File: src/rtl/pkg_idle_pkg.sv
package pkg_idle_pkg;

   localparam int CODE_W = 3;

   localparam logic [CODE_W-1:0] TS_ACTIVE = 3'd0;
   localparam logic [CODE_W-1:0] TS_HALT   = 3'd1;
   localparam logic [CODE_W-1:0] TS_MWAIT  = 3'd2;
   localparam logic [CODE_W-1:0] TS_LIGHT  = 3'd3;
   localparam logic [CODE_W-1:0] TS_DEEP   = 3'd4;
   localparam logic [CODE_W-1:0] TS_SGNT   = 3'd5;

   typedef enum logic [1:0] {
      PKG_NORMAL = 2'd0,
      PKG_STOPGT = 2'd1,
      PKG_DEEP   = 2'd2
   } pkg_st_e;

endpackage

File: src/rtl/thr_idle_track.sv
module thr_idle_track
   import pkg_idle_pkg::*;
(
   input  logic              clk,
   input  logic              rst_n,
   input  logic [CODE_W-1:0] code,
   input  logic              stop_req,
   output logic              at_deep,
   output logic              sg_flag
);

   assign at_deep = (code == TS_DEEP);

   // sticky arrival flag, live only while stop-clock is requested
   always_ff @(posedge clk) begin
      if (!rst_n)
         sg_flag <= 1'b0;
      else if (!stop_req)
         sg_flag <= 1'b0;
      else if (code == TS_SGNT)
         sg_flag <= 1'b1;
   end

   assert_flag_cause_R6: assert property (@(posedge clk) disable iff (!rst_n)
      $rose(sg_flag) |-> $past(stop_req && code == TS_SGNT));

   assert_flag_clear_R6: assert property (@(posedge clk) disable iff (!rst_n)
      !stop_req |=> !sg_flag);

endmodule

File: src/rtl/sg_window_timer.sv
module sg_window_timer #(
   parameter int LIMIT = 1384
) (
   input  logic clk,
   input  logic rst_n,
   input  logic stop_req,
   input  logic ack_resp,
   input  logic all_sg,
   output logic viol
);

   localparam int CW = $clog2(LIMIT + 1);
   localparam logic [CW-1:0] LAST = CW'(LIMIT - 1);

   logic [CW-1:0] cnt_q;
   logic          run_q;

   always_ff @(posedge clk) begin
      if (!rst_n || !stop_req) begin
         cnt_q <= '0;
         run_q <= 1'b0;
         viol  <= 1'b0;
      end else if (ack_resp) begin
         cnt_q <= '0;
         run_q <= 1'b1;
      end else if (run_q) begin
         if (all_sg) begin
            run_q <= 1'b0;
         end else if (cnt_q == LAST) begin
            viol  <= 1'b1;
            run_q <= 1'b0;
            cnt_q <= cnt_q + 1'b1;
         end else begin
            cnt_q <= cnt_q + 1'b1;
         end
      end
   end

   assert_cnt_bound_R8: assert property (@(posedge clk) disable iff (!rst_n)
      cnt_q <= CW'(LIMIT));

   assert_viol_needs_stop_R9: assert property (@(posedge clk) disable iff (!rst_n)
      viol |-> $past(stop_req));

   assert_viol_needs_run_R9: assert property (@(posedge clk) disable iff (!rst_n)
      $rose(viol) |-> $past(run_q && !all_sg));

endmodule

File: src/rtl/pkg_state_fsm.sv
module pkg_state_fsm
   import pkg_idle_pkg::*;
(
   input  logic    clk,
   input  logic    rst_n,
   input  logic    stop_req,
   input  logic    all_deep,
   input  logic    en_ok,
   output pkg_st_e pkg_q,
   output logic    deep_req
);

   logic    stop_q;
   pkg_st_e saved_q;
   pkg_st_e pkg_d;

   always_comb begin
      if (stop_req)
         pkg_d = PKG_STOPGT;
      else if (stop_q)
         pkg_d = saved_q;
      else if (all_deep && en_ok)
         pkg_d = PKG_DEEP;
      else
         pkg_d = PKG_NORMAL;
   end

   always_ff @(posedge clk) begin
      if (!rst_n) begin
         pkg_q   <= PKG_NORMAL;
         saved_q <= PKG_NORMAL;
         stop_q  <= 1'b0;
      end else begin
         pkg_q  <= pkg_d;
         stop_q <= stop_req;
         if (stop_req && !stop_q)
            saved_q <= pkg_q;
      end
   end

   // request drops combinationally when any thread leaves deep idle
   assign deep_req = (pkg_q == PKG_DEEP) && all_deep && en_ok && !stop_req;

   assert_sg_wins_R4: assert property (@(posedge clk) disable iff (!rst_n)
      stop_req |=> pkg_q == PKG_STOPGT);

   assert_restore_R7: assert property (@(posedge clk) disable iff (!rst_n)
      (!stop_req && stop_q) |=> pkg_q == $past(saved_q));

   assert_deep_cause_R2: assert property (@(posedge clk) disable iff (!rst_n)
      (pkg_q == PKG_DEEP && !$past(stop_q)) |-> $past(all_deep && en_ok));

   assert_no_req_in_sg_R4: assert property (@(posedge clk) disable iff (!rst_n)
      stop_req |-> !deep_req);

endmodule

File: src/rtl/pkg_idle_coord.sv
module pkg_idle_coord
   import pkg_idle_pkg::*;
#(
   parameter int NUM_THR  = 2,
   parameter int SG_LIMIT = 1384
) (
   input  logic                      clk,
   input  logic                      rst_n,
   input  logic [NUM_THR*CODE_W-1:0] thr_state,
   input  logic                      stop_req,
   input  logic                      en_cache_size,
   input  logic                      en_deep_idle,
   input  logic                      ack_resp,
   output logic [1:0]                pkg_state,
   output logic                      deep_req,
   output logic [NUM_THR-1:0]        sg_entered,
   output logic                      lat_violation
);

   generate
      if (NUM_THR < 1 || NUM_THR > 16) begin : g_bad_thr
         $error("pkg_idle_coord: NUM_THR out of range");
      end
      if (SG_LIMIT < 2) begin : g_bad_limit
         $error("pkg_idle_coord: SG_LIMIT must be at least 2");
      end
   endgenerate

   logic [NUM_THR-1:0] at_deep;
   pkg_st_e            pkg_q;
   logic               en_ok;

   assign en_ok = en_cache_size && en_deep_idle;

   for (genvar i = 0; i < NUM_THR; i++) begin : g_thr
      thr_idle_track u_trk (
         .clk      (clk),
         .rst_n    (rst_n),
         .code     (thr_state[i*CODE_W +: CODE_W]),
         .stop_req (stop_req),
         .at_deep  (at_deep[i]),
         .sg_flag  (sg_entered[i])
      );
   end

   pkg_state_fsm u_fsm (
      .clk      (clk),
      .rst_n    (rst_n),
      .stop_req (stop_req),
      .all_deep (&at_deep),
      .en_ok    (en_ok),
      .pkg_q    (pkg_q),
      .deep_req (deep_req)
   );

   sg_window_timer #(.LIMIT(SG_LIMIT)) u_tmr (
      .clk      (clk),
      .rst_n    (rst_n),
      .stop_req (stop_req),
      .ack_resp (ack_resp),
      .all_sg   (&sg_entered),
      .viol     (lat_violation)
   );

   assign pkg_state = pkg_q;

   assert_gate_R3: assert property (@(posedge clk) disable iff (!rst_n)
      deep_req |-> (en_cache_size && en_deep_idle));

endmodule

File: config.mk
export PLATFORM = sky130hd
export DESIGN_NAME = pkg_idle_coord
export DESIGN_NICKNAME = d
export VERILOG_FILES = /design/src/rtl/pkg_idle_pkg.sv /design/src/rtl/thr_idle_track.sv /design/src/rtl/sg_window_timer.sv /design/src/rtl/pkg_state_fsm.sv /design/src/rtl/pkg_idle_coord.sv
export SDC_FILE = /design/constraint.sdc
export NUM_CORES = 1
export LEC_CHECK = 0
export ABC_AREA = 1
export BUFFER_PORTS_ARGS = -buffer_cell sky130_fd_sc_hd__buf_2
export CAP_MARGIN = 0
export CORE_MARGIN = 4
export CORE_UTILIZATION = 40
export CTS_CLUSTER_SIZE = 14
export DETAILED_ROUTE_END_ITERATION = 8
export PLACE_DENSITY = 0.71
export SLEW_MARGIN = 15
export SYNTH_ARGS = -nofsm -noshare
export SYNTH_HDL_FRONTEND = slang
export SYNTH_SLANG_ARGS = --single-unit
File: constraint.sdc
create_clock -name clk -period 1.5 [get_ports clk]
set_input_delay 0.15 -clock clk [delete_from_list [all_inputs] [get_ports clk]]
set_output_delay 0.15 -clock clk [all_outputs]
set_load 0.005 [all_outputs]
[Word-level counts from Yosys, hierarchy flattened]
Index checks and enable logic that the tools add are counted.
Storage, ports and cells
  word-level logic and storage cells: 43
  input port bits: 12
  flip-flop bits (word level): 20
  output and inout bits: 6
Cells by class
  multiplexer cells: 7
  bitwise gates (word level): 3
  reduce and logical (&&, ||, !) cells: 17
  equal/unequal tests: 6
  add/sub/neg operators: 1
Operators with widths (number)
  3-bit == test (second input constant): 4
  11-bit by 1-bit adder with 11-bit output (second input constant): 1
  11-bit == test (second input constant): 1
  2-bit AND reduction: 4
  1-bit logical AND: 6
  1-bit two-way mux: 5
  2-bit two-way mux: 2
  4-bit AND reduction: 1
  2-bit OR reduction: 2
  1-bit zero test: 3
  1-bit NOT: 3
  2-bit == test (second input constant): 1
  1-bit logical OR: 1

[Logic depth before layout (Yosys ltp)]
Gate-level depths: netlist of run 1.
  depth after elaboration: 6
  depth in mapped cells: 7
  gate-level depth less buffers: 7

[Modules after synthesis]
Synthesis of run 1 repeated with hierarchy kept, for this count alone.
Second synthesis, totals
  cells, all modules: 157
  area total of the unflattened synthesis: 1052.3 µm²
By module, submodules not included
  sg_window_timer: area an instance 716.9 µm², seq. area each 260.2 µm², times used 1, cells each 107
  pkg_state_fsm: area an instance 197.7 µm², seq. area each 100.1 µm², times used 1, cells each 28
  thr_idle_track: area an instance 57.6 µm², seq. area each 20.0 µm², times used 2, cells each 8
  pkg_idle_coord: area an instance 22.5 µm², seq. area each 0.0 µm², times used 1, cells each 6

[Least setup slack after synthesis of run 1]
No wires, ideal clock.
  kind: register to register
  from: register u_tmr.cnt_q[0]
  to: register u_tmr.cnt_q[10]
  slack: 0.378 ns
  data required time: 1.390 ns
  period minus slack after synthesis: 1.122 ns
  buffers on the path: 0
  setup time: 0.110 ns
  stages on the path, launching flop included: 7
  arrival time: 1.012 ns
  cells stage by stage: dfxtp_1 > ha_1 > nand3_2 > nor2_4 > nand4_1 > nand2_1 > nor2_1
Between the ends
  longest elaborated chain between the ends: 1
RTL lines
  start, declared: RTL line sg_window_timer.sv:15  | logic [CW-1:0] cnt_q;
  start signal, assigned: RTL line sg_window_timer.sv:32  | cnt_q <= cnt_q + 1'b1;
  start signal, assigned: RTL line sg_window_timer.sv:34  | cnt_q <= cnt_q + 1'b1;
  11-bit by 1-bit adder with 11-bit output: RTL line sg_window_timer.sv:32, sg_window_timer.sv:34
Every way passes these cells.
A chain may end at the register's enable or synchronous reset.

[Worst setup path after layout of run 1]
Ends and elaborated chain as after synthesis.

==> summary.md, run 1 <==
| Metric | Value |
|---|---|
| Setup WS pre-CTS | `260.7 ps` |
| Cell Area, Synth | `984.7 µm²` |
| Top delay family on crit path | `simple AND/OR/NAND/NOR gates` |
| Skew final | `4.560 ps` |
| Vias after detailed routing | `896` |
| Drt drc | `0` |
| Final critical-path share of the clock period | `0.8330` |
| Pre-Repair DR Iteration Count | `4` |
| Antenna violations before repair | `0` |
| Die Area | `3319 µm²` |
| Most frequent cells in the layout | `nand2_1 (33), nor2_1 (24), inv_1 (24)` |
| Post-CTS Hold Fix Bufs | `0` |
| Nets | `175` |
| CTS Buf Count | `3` |
| CP max-delay cell | `dfxtp_1` |
| Rel. slew slack | `0.8165` |
| PD cells | `approximately 900 nW/µm²` |
| Die Y-Extent | `57.62 µm` |
| Antenna viol nets, final | `0` |
| Deepest clock path buffer count | `2` |
| Number of top-level pins | `18` |
| # setup viols final | `0` |
| Crit path top cell by count | `nand3_2` |
| Die Wd | `57.62 µm` |
| First-pass GRT wire length | `3360 µm` |
| Number of H-tree levels | `1` |
| Final Non-Filler Cells | `189` |
| RSZ-0062 raised after global routing | `no` |
| # clock sinks | `20` |
| Gr usage total | `0.1260` |
| Synthesis Warnings | `0` |
| Crit path cell chain | `ha_1 -> nand3_2 -> nor2_4 -> nand3_2 -> nand2_1 -> inv_1 -> nor2_1` |
| Fin. Hold Viols | `0` |
| Most common cell after layout, fill and taps aside | `nand2_1` |
| VDD IR max | `807.9 µV` |
| Post-cts resize count | `0` |
| Port bufs | `17` |
| Worst EP required | `1750 ps` |
| CP endpoint kind | `flop` |
| Status | `finished, final reports clean` |
| Max-cap viol count | `0` |
| Setup TNS | `0 ps` |
| Library cells used by synthesis | `18` |
| Critical Path Start Type | `flop` |
| Gpl congestion | `0.8292` |
| Sequential area share after synthesis | `0.4066` |
| Hold Startpoint | `ack_resp` |
| Reg clk slew, reported paths | `110 ps` |
| DP Cell Count | `185` |
| Hold depth | `3` |
| DP Wirelength | `1479 µm` |
| Reg2reg start | `u_tmr.cnt_q[0]$_SDFFE_PP0P_` |
| Syn Area/Cell | `6.886 µm²` |
| Worst skew pair latency | `300 ps` |
| Final min period | `between 1000 and 1500 ps` |
| Crit path DAT | `1500 ps` |
| Worst R2R Path Depth | `7` |
| Mapped Cells | `143` |
| Slew @ Worst Pin | `274.6 ps` |
| N_diodes | `0` |
| Final wirelength | `~1900 µm` |
| Critical path class | `reg -> reg` |
| Hold WC Path Type | `in -> reg` |
| Share of cells above drive strength 1 | `0.1801` |
| Critical path's largest stage delay | `410 ps` |
| Mapped Nets | `156` |
| WP buf/inv | `1` |
| Fill count | `approximately 220` |
| Leakage | `roughly 0.47 nW` |
| Reg2reg end | `u_tmr.cnt_q[10]$_SDFFE_PP0P_` |
| Per-cell routed wire length | `9.799 µm` |
| Via/cell ratio | `4.741` |
| Max Fclk | `between 0.8 and 0.9 GHz` |
| Num rows | `17` |
| Starting Density | `0.4327` |
| Synthesized flop and latch total | `20` |
| Worst hold endpoint | `u_tmr.run_q$_SDFF_PN0_` |
| Gr ovfl total | `0` |
| Vias in the first global route | `846` |
| Critical path fanouts, max | `8` |
| CTS tree | `yes` |
| Reg2Reg Setup Slack | `250 ps` |
| Area grow syn2layout | `14.87%` |
| Clock Tree Root | `clkbuf_4` |
| CORE AREA | `~2300 µm²` |
| Post-CTS Setup Bufs | `0` |
| Iter 0 DRT Violations | `33` |
| Largest net degree at the start of global routing | `13` |
| Pins Over Slew Limit | `0` |
| Worst Setup Slack, final | `250.5 ps` |
## power by group
part           total, mW  switching, mW  leakage, nW  internal (mW)
sequential         0.548        0.00638        0.162          0.542
combinational     0.0653         0.0382        0.284         0.0271
clock              0.433          0.163       0.0279          0.270
total               1.05          0.207        0.475          0.839
## worst min-delay path: cells and delay by family
| family | cells | cell delay (ps) |
|---|---|---|
| AO/OA/AOI/OAI | 1 | 50 |
| buffers and inverters | 2 | 170 |
## metal layers
layer,global-route usage,vias to the layer above,part of all wire
li1,-,483,-
met1,0.1432,385,0.44
met2,0.2226,26,0.45
met3,0.05345,2,0.092
met4,0.01987,0,0.0097
met5,0,-,0
## flip-flops by register name, indices dropped and copies added (netlist names)
signal               count
u_tmr.viol               1
u_tmr.cnt_q             11
g_thr.u_trk.sg_flag      2
u_fsm.saved_q            2
u_tmr.run_q              1
u_fsm.stop_q             1
u_fsm.pkg_q              2
## synth_stat cells, drive strengths merged
cell type  instances  share of area
nand4              4          0.025
ha                 1          0.013
buf                3          0.027
o21ai              6          0.030
nand3b             1         0.0076
o211ai             1         0.0076
nor2              27           0.13
dfxtp             20           0.41
inv               24          0.091
nand3             12          0.076
nand2             35           0.14
a21oi              8          0.041
nor3               1         0.0051
## cell type report
type,instances,area [µm²],share of cell area
clock buffer,3,22.52,0.01991
timing repair buffer,17,85.08,0.07522
inverter,24,90.09,0.07965
tap,28,35.03,0.03097
multi-input combinational,96,467.9,0.4137
sequential,20,400.4,0.3540
clock inverter,1,30.03,0.02655
## logic make-up (layout without fill, tap and decap cells)
kind of cell,after synthesis,count (layout),share of synthesized area
simple gates,80,80,0.3837
buf+inv,27,45,0.1182
compound gates,15,15,0.07879
fa+ha+maj,1,1,0.01270
flops,20,20,0.4066
## through the flow
stage / total power, mW / instance area [µm²] / util / hold slack (ps)
after floorplan: 0.5994 / 984.7 / - / 281.3
final: 1.046 / 1131 / 0.4970 / 102.8
after global routing: 1.089 / 1131 / 0.4970 / 102.2
after CTS: 1.059 / 1131 / 0.4970 / 98.66
after global placement: 0.6231 / 1079 / 0.4739 / 422.1
after detailed placement: 0.6261 / 1079 / 0.4739 / 430.5
## how the worst max path moves through the flow
| stage | start | end | slack [ps] | cells past startpoint |
|---|---|---|---|---|
| 5_1_grt | u_tmr.cnt_q[0]$_SDFFE_PP0P_ | u_tmr.cnt_q[10]$_SDFFE_PP0P_ | 100 | 7 |
| 2_1_floorplan | u_tmr.cnt_q[0]$_SDFFE_PP0P_ | u_tmr.cnt_q[10]$_SDFFE_PP0P_ | 380 | 6 |
| 3_5_place_dp | u_tmr.cnt_q[0]$_SDFFE_PP0P_ | u_tmr.cnt_q[8]$_SDFFE_PP0P_ | 260 | 5 |
| 6_report | u_tmr.cnt_q[0]$_SDFFE_PP0P_ | u_tmr.cnt_q[10]$_SDFFE_PP0P_ | 250 | 7 |
| 4_1_cts | u_tmr.cnt_q[0]$_SDFFE_PP0P_ | u_tmr.cnt_q[10]$_SDFFE_PP0P_ | 240 | 7 |
| 3_3_place_gp | u_tmr.cnt_q[0]$_SDFFE_PP0P_ | u_tmr.cnt_q[6]$_SDFFE_PP0P_ | 340 | 6 |
Note: power is estimated with default switching activity, not from simulation.
==> run 2, diff against run 1 <==
Settings changed: ABC_AREA 1 to 0, PLACE_DENSITY 0.71 to 0.73.
Clock period 1.5 ns to 1 ns, I/O delays scaled along.
==> summary.md, run 2 <==
| Metric | Value |
|---|---|
| Status | `finished, violations left` |
| Violations in the final reports | `negative setup slack` |
| Via/cell ratio | `5.553 (+17%)` |
| Die Area | `3188 µm² (-4.0%)` |
| Mapped Nets | `118 (-24%)` |
| DP Wirelength | `1763 µm (+19%)` |
| Number of H-tree levels | `1 (unchanged)` |
| Share of cells above drive strength 1 | `0.5430 (+0.3629)` |
| Largest net degree at the start of global routing | `15 (+2)` |
| Iter 0 DRT Violations | `30 (-9.1%)` |
| N_diodes | `0 (unchanged)` |
| Critical Path Start Type | `flop` |
| Area share of the largest cell type after synthesis | `0.4261 (+0.01949)` |
| Finished Core Util | `0.6891 (+0.1921)` |
| # clock sinks | `20 (unchanged)` |
| Worst EP required | `1210 ps (-540 ps)` |
| Post-synthesis async set-or-reset flop share | `0 (unchanged)` |
| # setup viols final | `15 (+15)` |
| CP endpoint kind | `flop` |
| Commonest cells post-synth | `dfxtp_1 (20), nand2_1 (12), a21oi_1 (8)` |
| Number of top-level pins | `18 (unchanged)` |
| Crit path DAT | `1560 ps (+60 ps)` |
| Critical path fanouts, max | `2 (-6)` |
| Most frequent cells in the layout | `buf_4 (20), buf_2 (14), buf_6 (11)` |
| Combinational Power Share | `0.132 (+0.070)` |
| Antenna violations before repair | `0 (unchanged)` |
| Reg2reg end | `u_tmr.run_q$_SDFF_PN0_` |
| Post-CTS Hold Fix Bufs | `0 (unchanged)` |
| Reg clk slew, reported paths | `110 ps (about the same)` |
| Top cell type by total area after synthesis | `dfxtp_1` |
| Num rows | `17 (unchanged)` |
| Per-cell routed wire length | `15.42 µm (+57%)` |
| Nets | `166 (-5.1%)` |
| Worst R2R Path Depth | `3 (-4)` |
| Die Y-Extent | `56.47 µm (-2.0%)` |
| Gr usage total | `0.1624 (+0.03642)` |
| Synthesis Warnings | `0 (unchanged)` |
| Library cells used by synthesis | `32 (+14)` |
| Vias after detailed routing | `994 (+11%)` |
| Max Fclk | `0.7435 GHz (-7.1%)` |
| VDD IR max | `637.7 µV (-21%)` |
| Main synth FF type | `dfxtp_1` |
| Sequential area share after synthesis | `0.4261 (+0.01949)` |
| Internal power | `1.031 mW (+23%)` |
| CORE AREA | `2233 µm² (-1.9%)` |
| RSZ-0062 raised after global routing | `yes` |
| Final wirelength | `2761 µm (+49%)` |
| Pins Over Slew Limit | `0 (unchanged)` |
| Top reg by flops | `u_tmr.cnt_q` |
| Hold Startpoint | `ack_resp` |
| Fin. Hold Viols | `0 (unchanged)` |
| PD cells | `889.5 nW/µm² (-3.8%)` |
| WP buf/inv | `0 (-1)` |
| Reg2reg start | `u_tmr.cnt_q[9]$_SDFFE_PP0P_` |
| Power Total | `1.369 mW (+31%)` |
| Reg2Reg Setup Slack | `-350 ps (-600 ps)` |
| Drt drc | `0 (unchanged)` |
| Critical path's largest stage delay | `520 ps (+110 ps)` |
| Clock power share | `0.284 (-0.130)` |
| Die Wd | `56.47 µm (-2.0%)` |
| Final min period | `1345 ps (+95.53 ps)` |
| Deepest clock path buffer count | `2 (unchanged)` |
| Mapped Cells | `105 (-27%)` |
| Worst hold endpoint | `u_tmr.run_q$_SDFF_PN0_` |
| Final critical-path share of the clock period | `1.345 (+0.5120)` |
| Top delay family on crit path | `simple AND/OR/NAND/NOR gates` |
| Critical path class | `reg -> reg` |
| First-pass GRT wire length | `4057 µm (+21%)` |
| Antenna viol nets, final | `0 (unchanged)` |
| Setup WS pre-CTS | `-329.4 ps (-590.1 ps)` |
| Max reg flops | `11 (unchanged)` |
| CP startpoint | `u_tmr.cnt_q[9]$_SDFFE_PP0P_` |
| Leakage | `0.6230 nW (+31%)` |
| Vias in the first global route | `939 (+11%)` |
| Area grow syn2layout | `63.78%` |
| Area contributors post-synth | `dfxtp_1 (43%), mux2i_1 (5.3%), nand2_1 (4.8%)` |
| WP depth | `3 (-4)` |
| Max-cap viol count | `0 (unchanged)` |
| Rel. slew slack | `0.7363 (-0.08023)` |
| Sw Pwr | `337.9 µW (+63%)` |
| Worst Setup Slack, final | `-345.0 ps (-595.5 ps)` |
| Most common cell after layout, fill and taps aside | `buf_4` |
| Crit path cell chain | `nand4bb_1 -> or4_4 -> a22o_1` |
| Worst skew pair latency | `310 ps (about the same)` |
| Port bufs | `17 (unchanged)` |
| Pre-Repair DR Iteration Count | `4 (unchanged)` |
| CTS Buf Count | `3 (unchanged)` |
| Gpl congestion | `0.8163 (-1.6%)` |
| CP max-delay cell | `or4_4` |
| Slew @ Worst Pin | `395.6 ps (+121.0 ps)` |
| Number of flops mapped to enable cells by yosys | `0 (unchanged)` |
| Synthesized flop and latch total | `20 (unchanged)` |
| Cell Area, Synth | `939.7 µm² (-4.6%)` |
| Hold WC Path Type | `in -> reg` |
| Smallest hold slack | `45.52 ps (-57.33 ps)` |
| Count leader, synth | `dfxtp_1` |
| Syn Area/Cell | `8.949 µm² (+30%)` |
| Gr ovfl total | `0 (unchanged)` |
| Clock Tree Root | `clkbuf_4` |
| Hold depth | `2 (-1)` |
| CTS tree | `yes` |
| Sw frac | `0.2468 (+0.04861)` |
| Skew final | `8.547 ps (+3.988 ps)` |
| Starting Density | `0.4207 (-0.01193)` |
| Reg power frac | `0.584 (+0.060)` |
## run 2: changes by cell type after synthesis, sizes merged, moves of 9 or more
cell	change
nand3	-9
nor2	-22
inv	-18
nand2	-23
## run 2: kinds of logic (layout without fill, tap and decap cells)
kind of cell | Yosys count | count (layout) | synth area share
AOI/OAI and AO/OA | 21 | 22 | 0.1465
adders and majority gates | 1 | 1 | 0.01331
and+or+nand+nor | 47 | 47 | 0.2956
muxes | 5 | 5 | 0.05326
buffers and inverters | 10 | 55 | 0.05591
xor gates and xnor gates | 1 | 1 | 0.009323
DFF | 20 | 20 | 0.4261
## run 2: power by group through the flow
stage               Combinational [mW]  Clock, mW  Sequential [mW]
floorplan                       0.0675          0            0.833
finish                           0.181      0.388            0.799
global route                     0.195      0.443            0.801
detailed placement               0.120          0            0.834
CTS                              0.133      0.396            0.800
global placement                 0.115          0            0.833
## run 2: how the worst max path moves through the flow
| stage | to | slack, ps |
|---|---|---|
| floorplan | u_tmr.run_q$_SDFF_PN0_ | -250 |
| global placement | u_tmr.run_q$_SDFF_PN0_ | -300 |
| detailed placement | u_tmr.run_q$_SDFF_PN0_ | -330 |
| CTS | u_tmr.run_q$_SDFF_PN0_ | -320 |
| global route | u_tmr.cnt_q[6]$_SDFFE_PP0P_ | -390 |
| finish | u_tmr.run_q$_SDFF_PN0_ | -350 |
## run 2: through the flow
step | cells | cell area [µm²] | TNS [ps]
after floorplan | 105 | 1025 | -1639
after global placement | 167 | 1272 | -2697
after detailed placement | 167 | 1272 | -3175
after CTS | 171 | 1363 | -3108
after global routing | 179 | 1539 | -4053
final | 179 | 1539 | -3352
## run 2: routing by layer
metal	part of all wire	GRT usage
met1	0.40	0.1861
met2	0.51	0.2756
met5	0	0
met3	0.063	0.03908
met4	0.017	0.08475
## run 2: layout make-up
cell class / count / area, µm²
Fill cell: 181 / 694.4
Multi-Input combinational cell: 76 / 660.6
Tap cell: 28 / 35.03
Sequential cell: 20 / 434.2
Inverter: 6 / 22.52
Clock buffer: 3 / 22.52
Timing Repair Buffer: 46 / 364.1
## run 2: worst register-to-register path: stages (launching register included)
cell	delay (ps)
dfxtp_1	330
nand4bb_1	230
or4_4	520
a22o_1	190
## run 2: repair_timing
action                                  4_1_cts  5_1_grt
gates cloned                                  0        1
pin swaps                                     0        8
gates resized for setup                      16       25
buffers inserted                              1        8
endpoints found under the setup margin       16       19
